$ cat src/rtl/xlat_window_decoder.sv
module xlat_window_decoder #(
  parameter int NWIN = 5,
  parameter int AW   = 40,
  parameter int GRAN = 16,
  parameter int TW   = 4,
  parameter int DW   = 32,
  localparam int WSEL = (NWIN > 1) ? $clog2(NWIN) : 1
) (
  input  logic            clk,
  input  logic            rst_n,
  input  logic            cfg_we,
  input  logic [WSEL-1:0] cfg_win,
  input  logic [1:0]      cfg_sel,
  input  logic [DW-1:0]   cfg_wdata,
  output logic [DW-1:0]   cfg_rdata,
  input  logic [AW-1:0]   lk_addr,
  output logic            lk_hit,
  output logic            lk_miss,
  output logic [TW-1:0]   lk_target,
  output logic [AW-1:0]   lk_raddr
);
  localparam int IW = AW - GRAN;

  logic [NWIN-1:0] en_q;
  logic [TW-1:0]   tgt_q   [NWIN];
  logic [IW-1:0]   base_q  [NWIN];
  logic [IW-1:0]   size_q  [NWIN];
  logic [IW-1:0]   remap_q [NWIN];

  logic win_ok;
  assign win_ok = 32'(cfg_win) < NWIN;

  logic unused_hi;
  assign unused_hi = ^cfg_wdata[DW-1:IW];

  always_ff @(posedge clk or negedge rst_n) begin
    if (!rst_n) begin
      en_q <= '0;
      for (int i = 0; i < NWIN; i++) begin
        tgt_q[i]   <= '0;
        base_q[i]  <= '0;
        size_q[i]  <= '0;
        remap_q[i] <= '0;
      end
    end else if (cfg_we && win_ok) begin
      case (cfg_sel)
        2'd0: begin
          en_q[cfg_win]  <= cfg_wdata[0];
          tgt_q[cfg_win] <= cfg_wdata[4 +: TW];
        end
        2'd1: base_q[cfg_win]  <= cfg_wdata[IW-1:0];
        2'd2: size_q[cfg_win]  <= cfg_wdata[IW-1:0];
        default: remap_q[cfg_win] <= cfg_wdata[IW-1:0];
      endcase
    end
  end

  always_comb begin
    cfg_rdata = '0;
    if (win_ok) begin
      case (cfg_sel)
        2'd0: begin
          cfg_rdata[0]      = en_q[cfg_win];
          cfg_rdata[4 +: TW] = tgt_q[cfg_win];
        end
        2'd1: cfg_rdata[IW-1:0] = base_q[cfg_win];
        2'd2: cfg_rdata[IW-1:0] = size_q[cfg_win];
        default: cfg_rdata[IW-1:0] = remap_q[cfg_win];
      endcase
    end
  end

  wire [IW-1:0] page = lk_addr[AW-1:GRAN];
  logic [NWIN-1:0] match;

  for (genvar g = 0; g < NWIN; g++) begin : g_win
    assign match[g] = en_q[g] && (((page ^ base_q[g]) & ~size_q[g]) == '0);
  end

  int win_sel;
  always_comb begin
    win_sel = 0;
    for (int i = NWIN - 1; i >= 0; i--)
      if (match[i]) win_sel = i;
  end

  assign lk_hit    = |match;
  assign lk_miss   = ~lk_hit;
  assign lk_target = lk_hit ? tgt_q[win_sel] : '0;
  assign lk_raddr  = lk_hit
    ? {(remap_q[win_sel] & ~size_q[win_sel]) | (page & size_q[win_sel]), lk_addr[GRAN-1:0]}
    : lk_addr;

  assert_hit_xor_miss_R7: assert property (@(posedge clk) disable iff (!rst_n)
    lk_hit != lk_miss);
  assert_miss_target_zero_R7: assert property (@(posedge clk) disable iff (!rst_n)
    lk_miss |-> (lk_target == '0 && lk_raddr == lk_addr));
  assert_hit_needs_enable_R4: assert property (@(posedge clk) disable iff (!rst_n)
    lk_hit |-> (|en_q));
  assert_offset_passes_R5: assert property (@(posedge clk) disable iff (!rst_n)
    lk_hit |-> (lk_raddr[GRAN-1:0] == lk_addr[GRAN-1:0]));
  assert_base_write_lands_R8: assert property (@(posedge clk) disable iff (!rst_n)
    (cfg_we && win_ok && cfg_sel == 2'd1) |=> (base_q[$past(cfg_win)] == $past(cfg_wdata[IW-1:0])));
endmodule

$ cat config.mk
export PLATFORM = sky130hd
export DESIGN_NAME = xlat_window_decoder
export DESIGN_NICKNAME = d
export VERILOG_FILES = /design/src/rtl/xlat_window_decoder.sv
export SDC_FILE = /design/constraint.sdc
export NUM_CORES = 1
export LEC_CHECK = 0
export BUFFER_PORTS_ARGS = -buffer_cell sky130_fd_sc_hd__buf_2
export CAP_MARGIN = 10
export CELL_PAD_IN_SITES_DETAIL_PLACEMENT = 0
export CELL_PAD_IN_SITES_GLOBAL_PLACEMENT = 1
export CORE_ASPECT_RATIO = 1.5
export CORE_MARGIN = 5
export CORE_UTILIZATION = 40
export DETAILED_ROUTE_END_ITERATION = 6
export GPL_TIMING_DRIVEN = 0
export PLACE_DENSITY_LB_ADDON = 0.1
export SLEW_MARGIN = 20
export SYNTH_ARGS = -nofsm -noshare
export SYNTH_HDL_FRONTEND = slang
export SYNTH_SLANG_ARGS = --single-unit
$ cat constraint.sdc
create_clock -name clk -period 4.9 [get_ports clk]
set_clock_uncertainty 0.2 [all_clocks]
set_input_delay 0.98 -clock clk [delete_from_list [all_inputs] [get_ports clk]]
set_output_delay 0.98 -clock clk [all_outputs]
set_load 0.005 [all_outputs]
==> impl_metrics.py, run 1 <==
metrics = {
    "timing": {
        "relSlewSlack_pct": 25.5,
        "slew_violations": 0,
        "setup-violations-final": 25,
        "tightest_slew_ns": 1.12,
        "layout_min_cycle_time_ns": 5.00,
        "holdWs_ns": 0.119,
        "hold_viol": 0,
        "fin_ws_ns": -0.104,
        "fin_crit_sh_pct": 102,
        "rsz0062_at_grt": "yes",
        "fmax_mhz": 200,
    },
    "clock_tree": {
        "clk_pin_slew_worst_paths_ns": 0.06,
        "clk_latency_ns": 0.57,
        "tritoncts": "built",
        "cts_root_buffer": "clkbuf_16",
        "htreeDepth": 2,
        "cts_sinks": 385,
        "cts_buffers": 42,
        "clock_path_buffers": 3,
        "cts_hold_buf": 0,
    },
    "synth": {
        "yosysSeqAreaShare_pct": 43.4,
        "synth.most_common_cell": "mux2_2",
        "synth.distinct_cells": 61,
        "synth_top_area_share_pct": 43.4,
        "synth.largest_area_cell": "dfrtp_1",
        "syn_avg_cell_area_sq_um": 11.3,
        "ys_ff_latch": 385,
        "synth_commonest_cells": "mux2_2, dfrtp_1, xnor2_1",
        "syn_inst": 1957,
        "synthFlopType": "dfrtp_1",
        "syn_area_sq_um": 22200,
        "synth-edff-count": 0,
        "postSynth.asyncResetShare_pct": 100,
        "synth.area.top_cells": "dfrtp_1, mux2_2, xnor2_1, mux2i_1, o22ai_1",
        "yosys_warnings": 0,
    },
    "floorplanning": {
        "initial_core_util_pct": 40.5,
        "dieWidth_microns": 202,
        "die_h_microns": 298,
        "io_pins": 158,
        "rows": 105,
        "fp.coreArea_sq_um": 54800,
        "dieArea_sq_um": 60400,
    },
    "critical_path": {
        "crit_required_ns": 3.72,
        "critPathLaunchType": "input port",
        "reg2reg_depth": 1,
        "cp_max_fo": 10,
        "r2r-start": "en_q[2]",
        "crit_arrival_ns": 3.82,
        "crit_path_start": "lk_addr[22]",
        "end_kind": "primary output",
        "path_class": "input port to primary output",
    },
    "drt": {
        "drt-wirelength-per-cell_microns": 37.1,
        "drcViolationCount": 0,
        "finalWirelength_microns": 106000,
        "first_pass_iters": 7,
        "drtIter0Drc": 2143,
        "routed_via_density": 6.44,
        "routed-via-count": 18500,
        "ant_nets": 0,
    },
    "power_and_ir_drop": {
        "p_per_area_nw_per_um2": 394,
        "peakVddDrop_mv": 0.238,
        "finalPower_mw": 10.5,
        "leakage_nw": 11.4,
    },
    "final_layout": {
        "fillers": 5051,
        "syn_to_final_growth_pct": 20.4,
        "multi_input_area_sq_um": 12500,
        "fin_nets": 2217,
        "design_area_sq_um": 26700,
        "regArea_sq_um": 9640,
        "drive_gt1_share_pct": 42.0,
        "diodes": 0,
    },
    "placement": {
        "port-buffer-count": 94,
        "placed_area_sq_um": 23700,
        "pre_cts_ws_ns": -1.49,
        "gp_congestion": 1.01,
        "hpwl_microns": 77200,
    },
    "status": {
        "failed_checks": "setup timing",
        "status": "finished with violations",
    },
    "global_route": {
        "antenna_found_initial": 3,
        "track_usage_pct": 34.3,
        "grt_overflow": 0,
        "grt_pass1_vias": 18600,
        "grt_max_degree": 98,
        "grt_pass1_wl_microns": 147000,
    },
    "job": {
        "max_cap_viol_count": 0,
    },
    "min_path": {
        "min_path_type": "input port to asynchronous set/reset pin",
    },
}
==> layout by cell type (no fill, tap or decap), types with 6 or more instances in the layout <==
| cell type | count |
|---|---|
| mux2_2 | 443 |
| dfrtp_1 | 384 |
| nor2_1 | 111 |
| buf_2 | 110 |
| nand2_1 | 88 |
| xnor2_1 | 87 |
| mux2i_1 | 79 |
| clkbuf_1 | 77 |
| o22ai_1 | 74 |
| buf_4 | 68 |
| a22oi_1 | 57 |
| a21oi_1 | 50 |
| o21ai_0 | 49 |
| clkbuf_16 | 45 |
| o21ai_1 | 28 |
| mux4_2 | 23 |
| clkbuf_2 | 22 |
| o221ai_1 | 22 |
| xnor2_2 | 21 |
| o22a_1 | 21 |
| nor3_1 | 17 |
| nand3_1 | 17 |
| buf_6 | 15 |
| o22ai_2 | 15 |
| clkbuf_4 | 14 |
| o221ai_4 | 13 |
| xnor2_4 | 12 |
| clkbuf_8 | 12 |
| nor2b_1 | 11 |
| buf_12 | 9 |
| clkinv_2 | 9 |
| o211ai_1 | 8 |
| conb_1 | 8 |
| inv_1 | 7 |
| a31oi_1 | 7 |
| buf_16 | 7 |
| a21o_1 | 6 |
| o41ai_2 | 6 |
==> routing by layer <==
layer / up-vias / GRT usage, % / wire (microns)
met5: - / 0 / 8
met1: 9458 / 43.0 / 40500
met4: 2 / 23.8 / 9900
met2: 1058 / 54.0 / 48300
li1: 7551 / - / -
met3: 381 / 5.63 / 7470
==> worst max-delay path: stages <==
cell,delay (ns)
buf_12,0.11
buf_4,0.13
buf_4,0.16
xnor2_2,0.25
o22ai_1,0.14
nor4_2,0.41
nand4_1,0.23
or2_4,0.34
clkbuf_8,0.26
o221ai_4,0.32
o21ai_1,0.11
o22a_1,0.22
buf_2,0.14
==> per-stage QoR <==
stage / cells / setup TNS [ns] / util (%)
3_3_place_gp: 2753 / -2114.77 / 43.0
3_5_place_dp: 2758 / -61.08 / 43.3
5_1_grt: 2864 / -2.34 / 48.8
4_1_cts: 2860 / -0.00996 / 48.4
2_1_floorplan: 1964 / 0 / -
6_report: 2864 / -1.08 / 48.8
==> final cells by class <==
cell class                      count  share of cell area (%)
Timing Repair Buffer              129                    3.42
Inverter                            9                   0.126
Clock buffer                       63                    4.77
Tap cell                          695                    3.26
Sequential cell                   385                    36.1
Clock inverter                     13                   0.618
Buffer                            202                    5.09
Multi-Input combinational cell   1368                    46.7
==> cell families after synthesis <==
group	count (synthesis)	share of synthesized area, %
mux	556	28.9
simple gates	293	6.13
flops	385	43.4
buf+inv	211	4.78
other cells	1	0.0169
xor+xnor	120	4.87
compound gates	391	11.8
==> report_power, final <==
| part | total [mW] | leakage, nW | switching [mW] | internal (mW) |
|---|---|---|---|---|
| Clock | 3.44 | 0.716 | 1.44 | 2.00 |
| Combinational | 2.50 | 5.72 | 1.26 | 1.23 |
| Sequential | 4.58 | 4.92 | 0.784 | 3.80 |
| Total | 10.5 | 11.4 | 3.49 | 7.04 |
==> final timing paths <==
kind | slack, ns | end
max in group asynchronous | 2.70 | remap_q[65]
min | 0.12 | base_q[78]
max | -0.10 | lk_raddr[36]
min in group clk | 0.33 | remap_q[111]
min reg2reg | 0.33 | remap_q[111]
max reg2reg | 3.71 | en_q[2]
==> what timing repair did <==
item                       CTS  global route
gates cloned                 4             0
resized for setup          254            33
pin swaps                   36            10
buffers inserted            22             4
setup endpoints to repair   54            35
==> state kept, by name, summed over array words and instances, names as in the netlist <==
signal   flops
base_q     120
remap_q    120
size_q     120
tgt_q       20
en_q         5
No activity file was read; power rests on OpenSTA's default activity.
==> run 2, diff against run 1 <==
--- a/config.mk
+++ b/config.mk
@@ -14,6 +14,7 @@
 export CORE_UTILIZATION = 40
 export DETAILED_ROUTE_END_ITERATION = 6
 export GPL_TIMING_DRIVEN = 0
+export MAX_ROUTING_LAYER = met4
 export PLACE_DENSITY_LB_ADDON = 0.1
 export SLEW_MARGIN = 20
 export SYNTH_ARGS = -nofsm -noshare
==> run 2 against run 1 <==
The run still ends with setup timing left. Critical path depth increased by 3. Largest power group unchanged. Worst hold slack worse by 0.032 ns. Setup slack better by 0.034 ns. Non-clock buffer count is 15 higher. Power up 1.3%. Count of clock-buffer cells in the layout up 3. Sequential cell count unchanged. Largest cell class unchanged. Combinational power grew 5%. Sequential power is 0.9% higher. Global-route usage up 1.8 points. Core utilization up 1.2 points.
==> impl_metrics.py, run 2 (synthesis results as in run 1) <==
metrics = {
    "clock_tree": {
        "tritoncts": "built",
        "clk_latency_ns": 0.58,
        "clock_path_buffers": 3,
        "cts_hold_buf": 0,
        "htreeDepth": 2,
        "cts_buffers": 43,
        "cts_sinks": 385,
        "clk_pin_slew_worst_paths_ns": 0.07,
        "cts_root_buffer": "clkbuf_16",
    },
    "floorplanning": {
        "io_pins": 158,
        "rows": 105,
        "dieArea_sq_um": 60400,
        "dieWidth_microns": 202,
        "fp.coreArea_sq_um": 54800,
        "initial_core_util_pct": 40.5,
        "die_h_microns": 298,
    },
    "final_layout": {
        "regArea_sq_um": 9640,
        "fin_nets": 2233,
        "final_common_cell": "mux2_2",
        "drive_gt1_share_pct": 44.2,
        "fillers": 5051,
        "utilization_pct": 50.0,
        "fin_cells": 2883,
        "syn_to_final_growth_pct": 23.4,
        "multi_input_area_sq_um": 12900,
        "final_cell_mix": "mux2_2, dfrtp_1, buf_2",
        "reg_top3": "base_q x120, remap_q x120, size_q x120",
    },
    "timing": {
        "setup-violations-final": 2,
        "holdWs_ns": 0.0872,
        "rsz0062_at_grt": "yes",
        "tightest_slew_ns": 1.16,
        "fin_ws_ns": -0.0707,
        "fmax_mhz": 201,
        "slew_violations": 0,
        "hold_viol": 0,
        "fin_crit_sh_pct": 101,
        "layout_min_cycle_time_ns": 4.97,
        "relSlewSlack_pct": 22.7,
    },
    "placement": {
        "hpwl_microns": 79100,
        "port-buffer-count": 94,
        "dp_cells": 2757,
        "gp_congestion": 0.992,
    },
    "critical_path": {
        "crit_arrival_ns": 3.79,
        "crit_required_ns": 3.72,
        "cp_max_fo": 6,
        "path_class": "input port to primary output",
        "critPathLaunchType": "input port",
        "end_kind": "primary output",
    },
    "drt": {
        "routed-via-count": 18300,
        "routed_via_density": 6.35,
        "ant_nets": 0,
        "finalWirelength_microns": 108000,
        "first_pass_iters": 5,
        "drcViolationCount": 0,
        "drtIter0Drc": 1835,
        "drt-wirelength-per-cell_microns": 37.6,
    },
    "global_route": {
        "grt_pass1_vias": 18700,
        "antenna_found_initial": 5,
        "grt_max_degree": 90,
        "track_usage_pct": 36.1,
        "grt_pass1_wl_microns": 149000,
        "grt_overflow": 0,
    },
    "power_and_ir_drop": {
        "switchingPower_mw": 3.56,
        "p_per_area_nw_per_um2": 389,
        "peakVddDrop_mv": 0.294,
        "pwr-share-clk_pct": 32.0,
        "finalPower_mw": 10.7,
        "switching_share_pct": 33.4,
        "comb_power_share_pct": 24.6,
        "leakage_nw": 11.7,
        "seqPwrFrac_pct": 43.3,
        "p_int_mw": 7.10,
    },
    "min_path": {
        "min_path_type": "input port to asynchronous set/reset pin",
    },
    "status": {
        "status": "finished with violations",
        "failed_checks": "setup timing",
    },
    "job": {
        "max_cap_viol_count": 0,
    },
}
run 2: area by class of cell:
cell class                      count  area share, %
Clock inverter                     10          0.384
Sequential cell                   385           35.2
Buffer                            201           5.24
Tap cell                          695           3.18
Antenna cell                        4         0.0366
Multi-Input combinational cell   1368           47.1
Inverter                            9          0.123
Timing Repair Buffer              145           3.87
Clock buffer                       66           4.88
run 2: layer usage:
layer | wire [microns] | up-vias | GRT usage, % | part of all wire (%)
met5 | 0 | - | - | 0
met4 | 7950 | 0 | 20.8 | 7.3
met3 | 7110 | 330 | 6.42 | 6.6
met2 | 50700 | 930 | 56.5 | 47
met1 | 42500 | 9455 | 44.0 | 39
li1 | - | 7594 | - | -
run 2: worst paths after layout:
path                       depth (start not counted)          from           end  slack, ns
setup / recovery                                  16   lk_addr[28]  lk_raddr[19]      -0.07
hold / removal                                     1         rst_n    base_q[10]       0.09
setup reg to reg                                   1    size_q[36]    size_q[36]       3.72
hold reg to reg                                    1  remap_q[108]  remap_q[108]       0.33
max in group asynchronous                          4         rst_n  remap_q[113]       2.71
min in group clk                                   1  remap_q[108]  remap_q[108]       0.33
run 2: what timing repair did:
action                                  4_1_cts  5_1_grt
buffers inserted                             32       15
gates cloned                                  3        0
pin swaps                                    34       44
endpoints found under the setup margin       54       37
gates resized for setup                     257      111
run 2: critical path, cell delays in order:
cell	delay [ns]
buf_16	0.13
xnor2_4	0.26
o22ai_4	0.13
nor4_4	0.40
and4_1	0.27
buf_6	0.12
a211oi_4	0.04
buf_6	0.13
buf_12	0.14
buf_4	0.14
a31oi_2	0.14
a21boi_2	0.22
buf_4	0.14
o22a_1	0.24
o41ai_4	0.13
buf_2	0.16
run 2: power by group through the flow:
stage	sequential [mW]	combinational [mW]	clock, mW
after detailed placement	4.55	2.26	0
final	4.62	2.63	3.41
after floorplan	4.25	1.52	0
after global placement	4.52	2.23	0
after global routing	4.67	2.75	3.55
after CTS	4.55	2.46	3.44
run 2: metrics by stage:
step                      setup WS, ns  cell area (sq um)  TNS [ns]
after floorplan                  0.632              22200         0
after detailed placement         -1.58              23700    -61.88
after CTS                      -0.0580              26700    -0.125
after global placement           -5.43              23600  -2143.83
after global routing           -0.0758              27400    -0.316
final                          -0.0707              27400    -0.105
==> run 3, diff against run 2 <==
--- a/config.mk
+++ b/config.mk
@@ -14,7 +14,6 @@
 export CORE_UTILIZATION = 40
 export DETAILED_ROUTE_END_ITERATION = 6
 export GPL_TIMING_DRIVEN = 0
-export MAX_ROUTING_LAYER = met4
 export PLACE_DENSITY_LB_ADDON = 0.1
 export SLEW_MARGIN = 20
 export SYNTH_ARGS = -nofsm -noshare
==> constraint.sdc (replaced) <==
create_clock -name clk -period 5 [get_ports clk]
set_clock_uncertainty 0.2 [all_clocks]
set_input_delay 1 -clock clk [delete_from_list [all_inputs] [get_ports clk]]
set_output_delay 1 -clock clk [all_outputs]
set_load 0.005 [all_outputs]
==> run 3 against run 2 <==
The run still ends with setup timing left. Design area down 1.7%. Routed wire length is 1.6% lower. First-iteration DRC count up 10%. Final cell count fell by 0.38%. Count of clock-buffer cells in the layout fell by 3. Power decreased by 2.9%. Register-to-register slack better by 0.09 ns.
==> impl_metrics.py, run 3 (synthesis results as in run 1) <==
metrics = {
    "critical_path": {
        "cpPeakStageDelay_ns": 0.50,
        "critical-path-slowest-cell": "clkbuf_2",
        "path_class": "input port to primary output",
        "crit_arrival_ns": 3.92,
        "critPathLaunchType": "input port",
        "end_kind": "primary output",
        "cp_max_fo": 10,
        "crit_chain": "buf_2 -> nor2_1 -> clkbuf_2 -> buf_2 -> nor2_1 -> clkbuf_1 -> a21oi_1 -> buf_2",
        "cpMostUsedCell": "buf_2",
        "crit_required_ns": 3.80,
    },
    "global_route": {
        "grt_overflow": 0,
        "grt_pass1_wl_microns": 146000,
        "grt_pass1_vias": 18600,
        "grt_max_degree": 98,
        "track_usage_pct": 34.1,
        "antenna_found_initial": 2,
    },
    "job": {
        "max_cap_viol_count": 0,
    },
    "clock_tree": {
        "cts_root_buffer": "clkbuf_16",
        "htreeDepth": 2,
        "clk_latency_ns": 0.58,
        "clk_pin_slew_worst_paths_ns": 0.06,
        "cts_hold_buf": 0,
        "cts_buffers": 42,
        "clock_path_buffers": 3,
        "cts_sinks": 385,
        "tritoncts": "built",
    },
    "floorplanning": {
        "fp.coreArea_sq_um": 54800,
        "io_pins": 158,
        "dieWidth_microns": 202,
        "dieArea_sq_um": 60400,
        "die_h_microns": 298,
        "initial_core_util_pct": 40.5,
        "rows": 105,
    },
    "final_layout": {
        "final_common_cell": "mux2_2",
        "reg_top3": "base_q x120, remap_q x120, size_q x120",
        "syn_to_final_growth_pct": 21.3,
        "diodes": 0,
        "drive_gt1_share_pct": 42.7,
        "final_cell_mix": "mux2_2, dfrtp_1, nor2_1",
        "utilization_pct": 49.1,
        "fin_cells": 2872,
        "fin_nets": 2225,
        "fillers": 5029,
    },
    "drt": {
        "ant_nets": 0,
        "drt-wirelength-per-cell_microns": 37.1,
        "routed-via-count": 18500,
        "drcViolationCount": 0,
        "finalWirelength_microns": 107000,
        "routed_via_density": 6.44,
        "drtIter0Drc": 2023,
        "first_pass_iters": 6,
    },
    "power_and_ir_drop": {
        "pwr-share-clk_pct": 32.6,
        "p_per_area_nw_per_um2": 385,
        "comb_power_share_pct": 23.9,
        "finalPower_mw": 10.4,
        "p_int_mw": 6.92,
        "peakVddDrop_mv": 0.235,
        "switching_share_pct": 33.1,
        "switchingPower_mw": 3.43,
        "seqPwrFrac_pct": 43.5,
        "leakage_nw": 11.5,
    },
    "timing": {
        "relSlewSlack_pct": 25.0,
        "layout_min_cycle_time_ns": 5.12,
        "slew_violations": 0,
        "fmax_mhz": 195,
        "fin_crit_sh_pct": 102,
        "holdWs_ns": 0.137,
        "tightest_slew_ns": 1.12,
        "fin_ws_ns": -0.118,
        "setup_tns_ns": -0.597,
        "setup-violations-final": 23,
        "rsz0062_at_grt": "yes",
        "hold_viol": 0,
    },
    "status": {
        "status": "finished with violations",
        "failed_checks": "setup timing",
    },
    "placement": {
        "dp_cells": 2758,
        "port-buffer-count": 94,
        "gp_congestion": 1.01,
        "hpwl_microns": 77200,
    },
    "min_path": {
        "min_path_type": "input port to asynchronous set/reset pin",
    },
}
## run 3: cell count changes in the layout (fill, tap and decap cells not counted), sizes merged
cell           delta
buf              -16
clkbuf            +6
diode             -4
clkinv            +3
bufinv            +2
clkinvlp          -2
bufbuf            -1
clkdlybuf4s15     +1
## run 3: power by group through the flow
stage	clock network, mW	logic (mW)	registers, mW
6_report	3.38	2.48	4.50
5_1_grt	3.50	2.59	4.54
4_1_cts	3.40	2.34	4.43
3_5_place_dp	0	2.20	4.45
3_3_place_gp	0	2.16	4.42
2_1_floorplan	0	1.49	4.16
## run 3: layout make-up
cell class / count / area, sq um / share of cell area [%]
buffer: 201 / 1310 / 4.87
clock buffer: 63 / 1270 / 4.73
clock inverter: 13 / 165 / 0.614
inverter: 9 / 33.8 / 0.126
multi-input combinational: 1368 / 12600 / 46.9
sequential: 385 / 9630 / 35.8
tap: 695 / 870 / 3.23
timing repair buffer: 138 / 1010 / 3.76
## run 3: worst paths after layout
path	endpoint	slack (ns)	start	cells after the start
worst max-delay path	cfg_rdata[3]	-0.12	cfg_win[0]	8
worst min-delay path	base_q[78]	0.14	rst_n	1
worst max register to register	size_q[99]	3.81	size_q[99]	1
max in group asynchronous	remap_q[65]	2.80	rst_n	4
worst min register to register	remap_q[58]	0.33	remap_q[58]	1
min in group clk	remap_q[58]	0.33	remap_q[58]	1
## run 3: what timing repair did
action | 4_1_cts | 5_1_grt
gates cloned | 2 | 2
buffers inserted | 18 | 18
resized for setup | 203 | 95
pin swaps | 28 | 31
setup endpoints to repair | 54 | 43
## run 3: worst max-delay path, delay by kind of cell
family | cells | cell delay, ns
and+or+nand+nor | 2 | 0.54
AOI/OAI and AO/OA | 1 | 0.48
buffers and inverters | 5 | 1.87
## run 3: per-stage QoR
step | area, sq um | setup slack [ns]
final | 26900 | -0.118
after global routing | 26900 | -0.104
after CTS | 26200 | -0.0239
after detailed placement | 23700 | -1.43
after global placement | 23600 | -5.28
after floorplan | 22200 | 0.692
## run 3: layer usage
metal | GRT usage, % | vias up | share of wire (%)
met4 | 24.0 | 0 | 9.0
met1 | 43.1 | 9502 | 38
met2 | 53.2 | 1068 | 46
met3 | 5.43 | 371 | 7.1
li1 | - | 7564 | -
met5 | 0 | - | 0
